`src/rtl/irqs_pkg.sv`:
```
package irqs_pkg;

  localparam int unsigned BUS_AW  = 12;
  localparam int unsigned BUS_DW  = 32;
  localparam int unsigned SENSE_W = 6;

  localparam logic [BUS_AW-1:0] OFS_REQ    = 12'h000;
  localparam logic [BUS_AW-1:0] OFS_EN_CLR = 12'h004;
  localparam logic [BUS_AW-1:0] OFS_EN_SET = 12'h008;
  localparam logic [BUS_AW-1:0] OFS_DET    = 12'h100;
  localparam logic [BUS_AW-1:0] OFS_MON    = 12'h104;
  // sense slots occupy 0x180..0x1FC: address bits 11:7 equal 3
  localparam logic [4:0]        CFG_PAGE   = 5'b00011;

  typedef enum logic [2:0] {
    SNS_OFF,
    SNS_LOW,
    SNS_HIGH,
    SNS_FALL,
    SNS_RISE,
    SNS_BOTH
  } sense_e;

  function automatic sense_e decode_sense(input logic [SENSE_W-1:0] code);
    case (code)
      6'h01:   return SNS_LOW;
      6'h02:   return SNS_HIGH;
      6'h04:   return SNS_FALL;
      6'h08:   return SNS_RISE;
      6'h0C:   return SNS_BOTH;
      default: return SNS_OFF;
    endcase
  endfunction

endpackage

```
`src/rtl/irqs_sync.sv`:
```
module irqs_sync #(
  parameter int unsigned WIDTH  = 32,
  parameter int unsigned STAGES = 2
) (
  input  logic             clk,
  input  logic             rst_n,
  input  logic [WIDTH-1:0] din,
  output logic [WIDTH-1:0] dout
);

  logic [WIDTH-1:0] stage_q [STAGES];

  for (genvar s = 0; s < STAGES; s++) begin : g_stage
    if (s == 0) begin : g_first
      always_ff @(posedge clk or negedge rst_n) begin
        if (!rst_n) stage_q[0] <= '0;
        else        stage_q[0] <= din;
      end
    end else begin : g_next
      always_ff @(posedge clk or negedge rst_n) begin
        if (!rst_n) stage_q[s] <= '0;
        else        stage_q[s] <= stage_q[s-1];
      end
    end
  end

  assign dout = stage_q[STAGES-1];

endmodule

```
`src/rtl/irqs_lane.sv`:
```
module irqs_lane
  import irqs_pkg::*;
(
  input  logic               clk,
  input  logic               rst_n,
  input  logic               cfg_we,
  input  logic [SENSE_W-1:0] cfg_wdata,
  input  logic               clr,
  input  logic               lvl,
  output logic [SENSE_W-1:0] cfg_q,
  output logic               hit,
  output logic               det
);

  logic   prev_q;
  logic   rise_ev;
  logic   fall_ev;
  sense_e mode;

  always_ff @(posedge clk or negedge rst_n) begin
    if (!rst_n) begin
      cfg_q  <= '0;
      prev_q <= 1'b0;
      det    <= 1'b0;
    end else begin
      if (cfg_we) cfg_q <= cfg_wdata;
      prev_q <= lvl;
      // a new hit wins over a clear in the same cycle
      det    <= (det & ~clr) | hit;
    end
  end

  assign rise_ev = lvl & ~prev_q;
  assign fall_ev = ~lvl & prev_q;

  always_comb begin
    mode = decode_sense(cfg_q);
    case (mode)
      SNS_LOW:  hit = ~lvl;
      SNS_HIGH: hit = lvl;
      SNS_FALL: hit = fall_ev;
      SNS_RISE: hit = rise_ev;
      SNS_BOTH: hit = rise_ev | fall_ev;
      default:  hit = 1'b0;
    endcase
  end

endmodule

```
`src/rtl/irqs_regs.sv`:
```
module irqs_regs
  import irqs_pkg::*;
#(
  parameter int unsigned NUM_PINS = 32
) (
  input  logic                             clk,
  input  logic                             rst_n,
  input  logic                             bus_wr,
  input  logic                             bus_rd,
  input  logic [BUS_AW-1:0]                bus_addr,
  input  logic [BUS_DW-1:0]                bus_wdata,
  output logic [BUS_DW-1:0]                bus_rdata,
  input  logic [NUM_PINS-1:0]              det_vec,
  input  logic [NUM_PINS-1:0]              mon_vec,
  input  logic [NUM_PINS-1:0][SENSE_W-1:0] cfg_all,
  output logic [NUM_PINS-1:0]              cfg_we,
  output logic [NUM_PINS-1:0]              det_clr,
  output logic [NUM_PINS-1:0]              en_vec
);

  logic             cfg_sel;
  logic [4:0]       slot;
  logic [BUS_DW-1:0] req_ext, en_ext, det_ext, mon_ext, cfg_ext, rd_mux;

  assign cfg_sel = (bus_addr[BUS_AW-1:7] == CFG_PAGE) && (bus_addr[1:0] == 2'b00);
  assign slot    = bus_addr[6:2];

  always_ff @(posedge clk or negedge rst_n) begin
    if (!rst_n) begin
      en_vec <= '0;
    end else if (bus_wr && bus_addr == OFS_EN_SET) begin
      en_vec <= en_vec | bus_wdata[NUM_PINS-1:0];
    end else if (bus_wr && bus_addr == OFS_EN_CLR) begin
      en_vec <= en_vec & ~bus_wdata[NUM_PINS-1:0];
    end
  end

  assign det_clr = (bus_wr && bus_addr == OFS_DET) ? bus_wdata[NUM_PINS-1:0] : '0;

  for (genvar i = 0; i < NUM_PINS; i++) begin : g_cfg_we
    localparam logic [4:0] SLOT_ID = 5'(i);
    assign cfg_we[i] = bus_wr && cfg_sel && (slot == SLOT_ID);
  end

  always_comb begin
    req_ext = '0;
    en_ext  = '0;
    det_ext = '0;
    mon_ext = '0;
    cfg_ext = '0;
    req_ext[NUM_PINS-1:0] = det_vec & en_vec;
    en_ext[NUM_PINS-1:0]  = en_vec;
    det_ext[NUM_PINS-1:0] = det_vec;
    mon_ext[NUM_PINS-1:0] = mon_vec;
    for (int i = 0; i < NUM_PINS; i++) begin
      if (slot == 5'(i)) cfg_ext[SENSE_W-1:0] = cfg_all[i];
    end
  end

  always_comb begin
    case (bus_addr)
      OFS_REQ:    rd_mux = req_ext;
      OFS_EN_CLR: rd_mux = en_ext;
      OFS_DET:    rd_mux = det_ext;
      OFS_MON:    rd_mux = mon_ext;
      default:    rd_mux = cfg_sel ? cfg_ext : '0;
    endcase
  end

  always_ff @(posedge clk or negedge rst_n) begin
    if (!rst_n)      bus_rdata <= '0;
    else if (bus_rd) bus_rdata <= rd_mux;
  end

endmodule

```
`src/rtl/ext_irq_sense_ctrl.sv`:
```
module ext_irq_sense_ctrl
  import irqs_pkg::*;
#(
  parameter int unsigned NUM_PINS    = 32,
  parameter int unsigned SYNC_STAGES = 2
) (
  input  logic                clk,
  input  logic                rst_n,
  input  logic [NUM_PINS-1:0] irq_pin,
  input  logic                bus_wr,
  input  logic                bus_rd,
  input  logic [11:0]         bus_addr,
  input  logic [31:0]         bus_wdata,
  output logic [31:0]         bus_rdata,
  output logic [NUM_PINS-1:0] irq_out
);

  logic [NUM_PINS-1:0]              lvl_vec;
  logic [NUM_PINS-1:0]              hit_vec;
  logic [NUM_PINS-1:0]              det_vec;
  logic [NUM_PINS-1:0]              en_vec;
  logic [NUM_PINS-1:0]              cfg_we;
  logic [NUM_PINS-1:0]              det_clr;
  logic [NUM_PINS-1:0][SENSE_W-1:0] cfg_all;

  irqs_sync #(.WIDTH(NUM_PINS), .STAGES(SYNC_STAGES)) u_sync (
    .clk  (clk),
    .rst_n(rst_n),
    .din  (irq_pin),
    .dout (lvl_vec)
  );

  for (genvar i = 0; i < NUM_PINS; i++) begin : g_lane
    irqs_lane u_lane (
      .clk      (clk),
      .rst_n    (rst_n),
      .cfg_we   (cfg_we[i]),
      .cfg_wdata(bus_wdata[SENSE_W-1:0]),
      .clr      (det_clr[i]),
      .lvl      (lvl_vec[i]),
      .cfg_q    (cfg_all[i]),
      .hit      (hit_vec[i]),
      .det      (det_vec[i])
    );
  end

  irqs_regs #(.NUM_PINS(NUM_PINS)) u_regs (
    .clk      (clk),
    .rst_n    (rst_n),
    .bus_wr   (bus_wr),
    .bus_rd   (bus_rd),
    .bus_addr (bus_addr),
    .bus_wdata(bus_wdata),
    .bus_rdata(bus_rdata),
    .det_vec  (det_vec),
    .mon_vec  (lvl_vec),
    .cfg_all  (cfg_all),
    .cfg_we   (cfg_we),
    .det_clr  (det_clr),
    .en_vec   (en_vec)
  );

  assign irq_out = det_vec & en_vec;

endmodule

```
`config.mk`:
```
export PLATFORM = sky130hd
export DESIGN_NAME = ext_irq_sense_ctrl
export DESIGN_NICKNAME = d
export VERILOG_FILES = /design/src/rtl/irqs_pkg.sv /design/src/rtl/irqs_sync.sv /design/src/rtl/irqs_lane.sv /design/src/rtl/irqs_regs.sv /design/src/rtl/ext_irq_sense_ctrl.sv
export SDC_FILE = /design/constraint.sdc
export NUM_CORES = 1
export LEC_CHECK = 0
export BUFFER_PORTS_ARGS = -buffer_cell sky130_fd_sc_hd__buf_2
export CORE_ASPECT_RATIO = 1.5
export CORE_MARGIN = 4
export CORE_UTILIZATION = 47
export DETAILED_ROUTE_END_ITERATION = 6
export PLACE_DENSITY = 0.73
export SLEW_MARGIN = 25
export SYNTH_ARGS = -nofsm -noshare
export SYNTH_HDL_FRONTEND = slang
export SYNTH_HIERARCHICAL = 1
export SYNTH_SLANG_ARGS = --single-unit
export TNS_END_PERCENT = 5
```
`constraint.sdc`:
```
create_clock -name clk -period 2.05 [get_ports clk]
set_clock_uncertainty 0.15 [all_clocks]
set_input_delay 0.41 -clock clk [delete_from_list [all_inputs] [get_ports clk]]
set_output_delay 0.41 -clock clk [all_outputs]
set_load 0.02 [all_outputs]
```
* Yosys cells after proc, flatten, opt, wreduce, memory -nomap -nowiden
Cells that the tools add are included.
Word-level totals: output and inout bits 64, bits of input ports 80, register bits 384
Operators by class: reductions and logical operators 41, eq/ne operators 356, muxes and demuxes 101, bitwise operators 260
Operators by type and width (count):
- $pmux 3 s5 | 32
- $eq 6x4->1 const B | 64
- $mux 6 | 33
- $eq 3x2->1 const B | 64
- $eq 3x3->1 const B | 64
- $eq 6x1->1 const B | 32
- $eq 6x2->1 const B | 32
- $eq 6x3->1 const B | 32
- $pmux 1 s5 | 32
- $pmux 32 s4 | 1
- $and 1x1->1 | 96
- $eq 3x1->1 const B | 32
- $mux 32 | 3
- $not 1->1 | 96
- $eq 5x5->1 const B | 16
- $and 32x32->32 | 2
- $or 1x1->1 | 64
- $eq 5x4->1 const B | 8
- $logic_and 1x1->1 | 37
- $not 32->32 | 1
- $or 32x32->32 | 1
- $eq 12x9->1 const B | 2
- $eq 5x3->1 const B | 4
- $eq 5x2->1 const B | 3
- other kinds (7) | 7

* Depth between registers and ports, before layout
depth after elaboration 35, gate-level depth with buffers 10, mapped depth without buffers 6

* Cells and area by module
Netlist, hierarchy kept.
By module, submodules not included:
- irqs_lane | cells each 31, instances 32, area an instance 387.9 um2
- irqs_regs | cells each 797, instances 1, area an instance 6751.5 um2
- irqs_sync | cells each 96, instances 1, area an instance 1841.8 um2
- ext_irq_sense_ctrl | cells each 32, instances 1, area an instance 200.2 um2

* Worst setup path before layout
No wires, ideal clock.
path kind in2reg, start input port bus_addr[0], end register g_lane[13].u_lane.cfg_q[0], setup time 0.125 ns, stages on the path 9, data required time 1.775 ns, setup slack -0.640 ns, arrival time 2.415 ns, cell sequence or4_4 > buf_6 > nor3_2 > and2_0 > buf_2 > nand2_1 > nor2_1 > clkbuf_1 > mux2_2
Between the ends: cells in the longest elaborated chain, start to end 4
Ends and longest elaborated chain:
- start: declaration | RTL line ext_irq_sense_ctrl.sv:12 | input logic [11:0] bus_addr,
- $logic_not 2->1 | RTL line irqs_regs.sv:25 | assign cfg_sel = (bus_addr[BUS_AW-1:7] == CFG_PAGE) && (bus_addr[1:0] == 2'b00);
- $logic_and 1x1->1 | RTL line irqs_regs.sv:25
- $logic_and 1x1->1 (2 in a row) | RTL line irqs_regs.sv:42 | assign cfg_we[i] = bus_wr && cfg_sel && (slot == SLOT_ID);
- net cfg_we[13] | RTL line ext_irq_sense_ctrl.sv:22 | logic [NUM_PINS-1:0] cfg_we;
- end signal: assignment | RTL line irqs_lane.sv:26 | if (cfg_we) cfg_q <= cfg_wdata;
- end: declaration | RTL line irqs_lane.sv:10 | output logic [SENSE_W-1:0] cfg_q,
The timed path passes the listed nets, and every way through them passes these cells. A chain may end at the register's enable or synchronous reset.

* Worst setup path in the final report
start input port bus_addr[0], end register g_lane[4].u_lane.det
Between the ends: cells in the longest elaborated chain, start to end 6
Ends and longest elaborated chain:
- $eq 12x9->1 | RTL line irqs_regs.sv:38 | assign det_clr = (bus_wr && bus_addr == OFS_DET) ? bus_wdata[NUM_PINS-1:0] : '0;
- $logic_and 1x1->1 | RTL line irqs_regs.sv:38
- $mux 32 | RTL line irqs_regs.sv:38
- net det_clr[4] | RTL line ext_irq_sense_ctrl.sv:23 | logic [NUM_PINS-1:0] det_clr;
- $not 1->1 | RTL line irqs_lane.sv:29 | det <= (det & ~clr) | hit;
- $and 1x1->1 | RTL line irqs_lane.sv:29
- $or 1x1->1 | RTL line irqs_lane.sv:29
- end signal: assignment | RTL line irqs_lane.sv:29
- end: declaration | RTL line irqs_lane.sv:12 | output logic det
The timed path passes the listed nets, and every way through them passes these cells.

==> impl_metrics.env <==
export IMPL_cpMostUsedCell="buf_6"
export IMPL_outcome="complete, but fails checks"
export IMPL_placed_area_sq_um=24000
export IMPL_critical_path_class="in -> reg"
export IMPL_crit_start="bus_addr[0]"
export IMPL_vias_per_cell=5.90
export IMPL_critPathMaxStageDelay_ns=0.59
export IMPL_syn_area_sq_um=21000
export IMPL_fmax_mhz=462
export IMPL_cp_end_kind="register"
export IMPL_grt_pass1_vias=18054
export IMPL_area_growth_pct=26.0
export IMPL_boundaryPins=144
export IMPL_cts_tree="done"
export IMPL_pre_cts_ws_ns=-0.741
export IMPL_required_ns=2.33
export IMPL_comb_power_share_pct=10.3
export IMPL_drv_slew=0
export IMPL_violations="setup timing"
export IMPL_grt_first_pass_wirelength_um=103000
export IMPL_hp_class="in -> reg"
export IMPL_synth_nets=2029
export IMPL_hold_viol=0
export IMPL_tightest_slew_ns=0.547
export IMPL_first_pass_iters=5
export IMPL_antenna_left=0
export IMPL_grt_overflow_total=0
export IMPL_cts_buffers=40
export IMPL_synthCells=1885
export IMPL_layout_setup_ws_ns=-0.116
export IMPL_drt_iter0_markers=1168
export IMPL_avgSynthCellArea_sq_um=11.1
export IMPL_stdcell_area_sq_um=26500
export IMPL_p_switching_uw=4250
export IMPL_critPathLaunchType="input pin"
export IMPL_cp_max_fo=16
export IMPL_antenna_found_initial=1
export IMPL_p_leak_uw=0.0128
export IMPL_cts_sinks=384
export IMPL_drive_gt1_share_pct=43.1
export IMPL_clkSlewWorstSetupHoldPaths_ns=0.06
export IMPL_max_cap_viol_count=0
export IMPL_num_vias=16999
export IMPL_drc=0
export IMPL_cts_buffer_depth=3
export IMPL_core_sq_um=44000
export IMPL_grtUsageTotal_pct=26.7
export IMPL_ctsHtreeMaxLevel=2
export IMPL_root_buffer="clkbuf_16"
export IMPL_critPathTopFamily="simple AND/OR/NAND/NOR gates"
export IMPL_worstHoldStart="bus_wdata[2]"
export IMPL_arrival_ns=2.44
export IMPL_die_y_um=267
export IMPL_dieArea_sq_um=48200
export IMPL_power_switching_share_pct=24.6
export IMPL_final_setup_viol_count=62
export IMPL_critPathSlowestCell="or4_4"
export IMPL_p_seq_share_pct=46.6
export IMPL_rsz0062_at_grt="yes"
export IMPL_port_buffers=143
export IMPL_slew_headroom_pct=63.5
export IMPL_cellPowerDensity_nw_per_um2=654
export IMPL_critPathBufInv=4
export IMPL_synth_warnings=6
export IMPL_clock_power_share_pct=43.1
export IMPL_routabilityCongestion=0.985
export IMPL_fin_nets=2422
export IMPL_path_cells="buf_6, or4_4, buf_6, nor3_4, and3_4, buf_12, and3_1, inv_1, a32o_2"
export IMPL_reg2reg_from="g_lane[27].u_lane/cfg_q[0]"
export IMPL_rows=94
export IMPL_die_w_um=181
export IMPL_initial_core_util_pct=47.8
export IMPL_worst_ir_drop_vdd_v=0.000586
export IMPL_place_hpwl_um=48500
export IMPL_wl_um=66500
export IMPL_clock_latency_ns=0.55
export IMPL_finalPower_uw=17300
export IMPL_wl_per_cell_um=23.1
export IMPL_period_needed_ns=2.17
export IMPL_antenna_cells=0
export IMPL_grt_start_max_net_pins=64
export IMPL_p_int_uw=13100
export IMPL_finalCritPeriodShare_pct=106
[layout by cell type, fill, tap and decap left out, types with 20 or more instances in the layout]
cell type and instances:
o21a_2 32, inv_1 102, or3b_1 34, a2111oi_2 32
and2_1 34, a21oi_1 113, nor2_1 112, a32o_2 32
ha_1 64, a21oi_2 24, nand2_1 83, a22o_1 32
buf_4 260, dlygate4sd3_1 59, buf_2 138, mux2i_1 27
mux2_2 205, a2bb2oi_2 24, buf_12 21, o21ai_0 52
o2bb2ai_2 20, and3_1 33, a21o_2 32, dfrtp_1 383
clkbuf_16 43
[timing repair]
| action | CTS | global route |
|---|---|---|
| pin swaps | 2 | 23 |
| gates cloned | 0 | 2 |
| hold buffers | 59 | 0 |
| endpoints found under the setup margin | 256 | 276 |
| gates resized for setup | 27 | 87 |
| endpoints found under the hold margin | 95 | 0 |
| buffers inserted | 0 | 8 |
[power by group through the flow]
stage          clock network [uW]  logic (uW)  registers [uW]
6_report                     7470        1780            8070
5_1_grt                      7870        1910            8100
4_1_cts                      7590        1730            8070
3_5_place_dp                    0        1610            8210
3_3_place_gp                    0        1570            8190
2_1_floorplan                   0         862            8090
[layer usage]
metal / share of wire, % / wire length (um) / global-route usage [%]
met1: 38 / 25400 / 32.3
met4: 4.3 / 2850 / 10.2
met2: 52 / 34600 / 48.9
met5: 0 / 0 / 0
met3: 5.5 / 3690 / 3.26
[stage by stage]
step	cells	util, %	setup TNS [ns]	hold WS (ns)
after floorplan	1885	-	-113.59	-0.0356
after global placement	2743	54.6	-176.94	0.181
after detailed placement	2743	54.6	-185.13	0.185
after CTS	2872	59.2	-0.961	0.0995
after global routing	2882	60.2	-8.11	0.117
final	2882	60.2	-4.11	0.110
[cell type report]
| cell class | instances | area [sq um] |
|---|---|---|
| timing repair buffer | 500 | 3930 |
| clock buffer | 54 | 1130 |
| clock inverter | 16 | 191 |
| multi-input combinational | 1246 | 10500 |
| tap | 576 | 721 |
| inverter | 106 | 398 |
| fill | 3567 | 17500 |
| sequential | 384 | 9610 |
[flip-flops by register name, indices dropped and copies added, names as in the netlist, named ones only]
name / flops
u_sync/stage_q: 32
g_lane.u_lane/det: 32
g_lane.u_lane/prev_q: 32
g_lane.u_lane/cfg_q: 192
u_sync/dout: 32
u_regs/bus_rdata: 32
[final timing paths]
kind / endpoint / slack [ns] / cells after the start
setup / recovery: g_lane[4].u_lane/det / -0.12 / 9
hold / removal: register / 0.11 / 3
setup reg to reg: u_regs/bus_rdata[0] / -0.04 / 7
hold reg to reg: u_sync/dout[13] / 0.19 / 0
max in group asynchronous: g_lane[29].u_lane/prev_q / 0.74 / 3
min in group asynchronous: u_sync/stage_q[41] / 0.24 / 2
[tightest hold or removal path: cells and delay by family]
| kind | cells | cell delay [ns] |
|---|---|---|
| buffers and inverters | 1 | 0.17 |
| AOI/OAI and AO/OA | 1 | 0.11 |
| and+or+nand+nor | 1 | 0.08 |
Note: power is estimated with default switching activity, not from simulation.
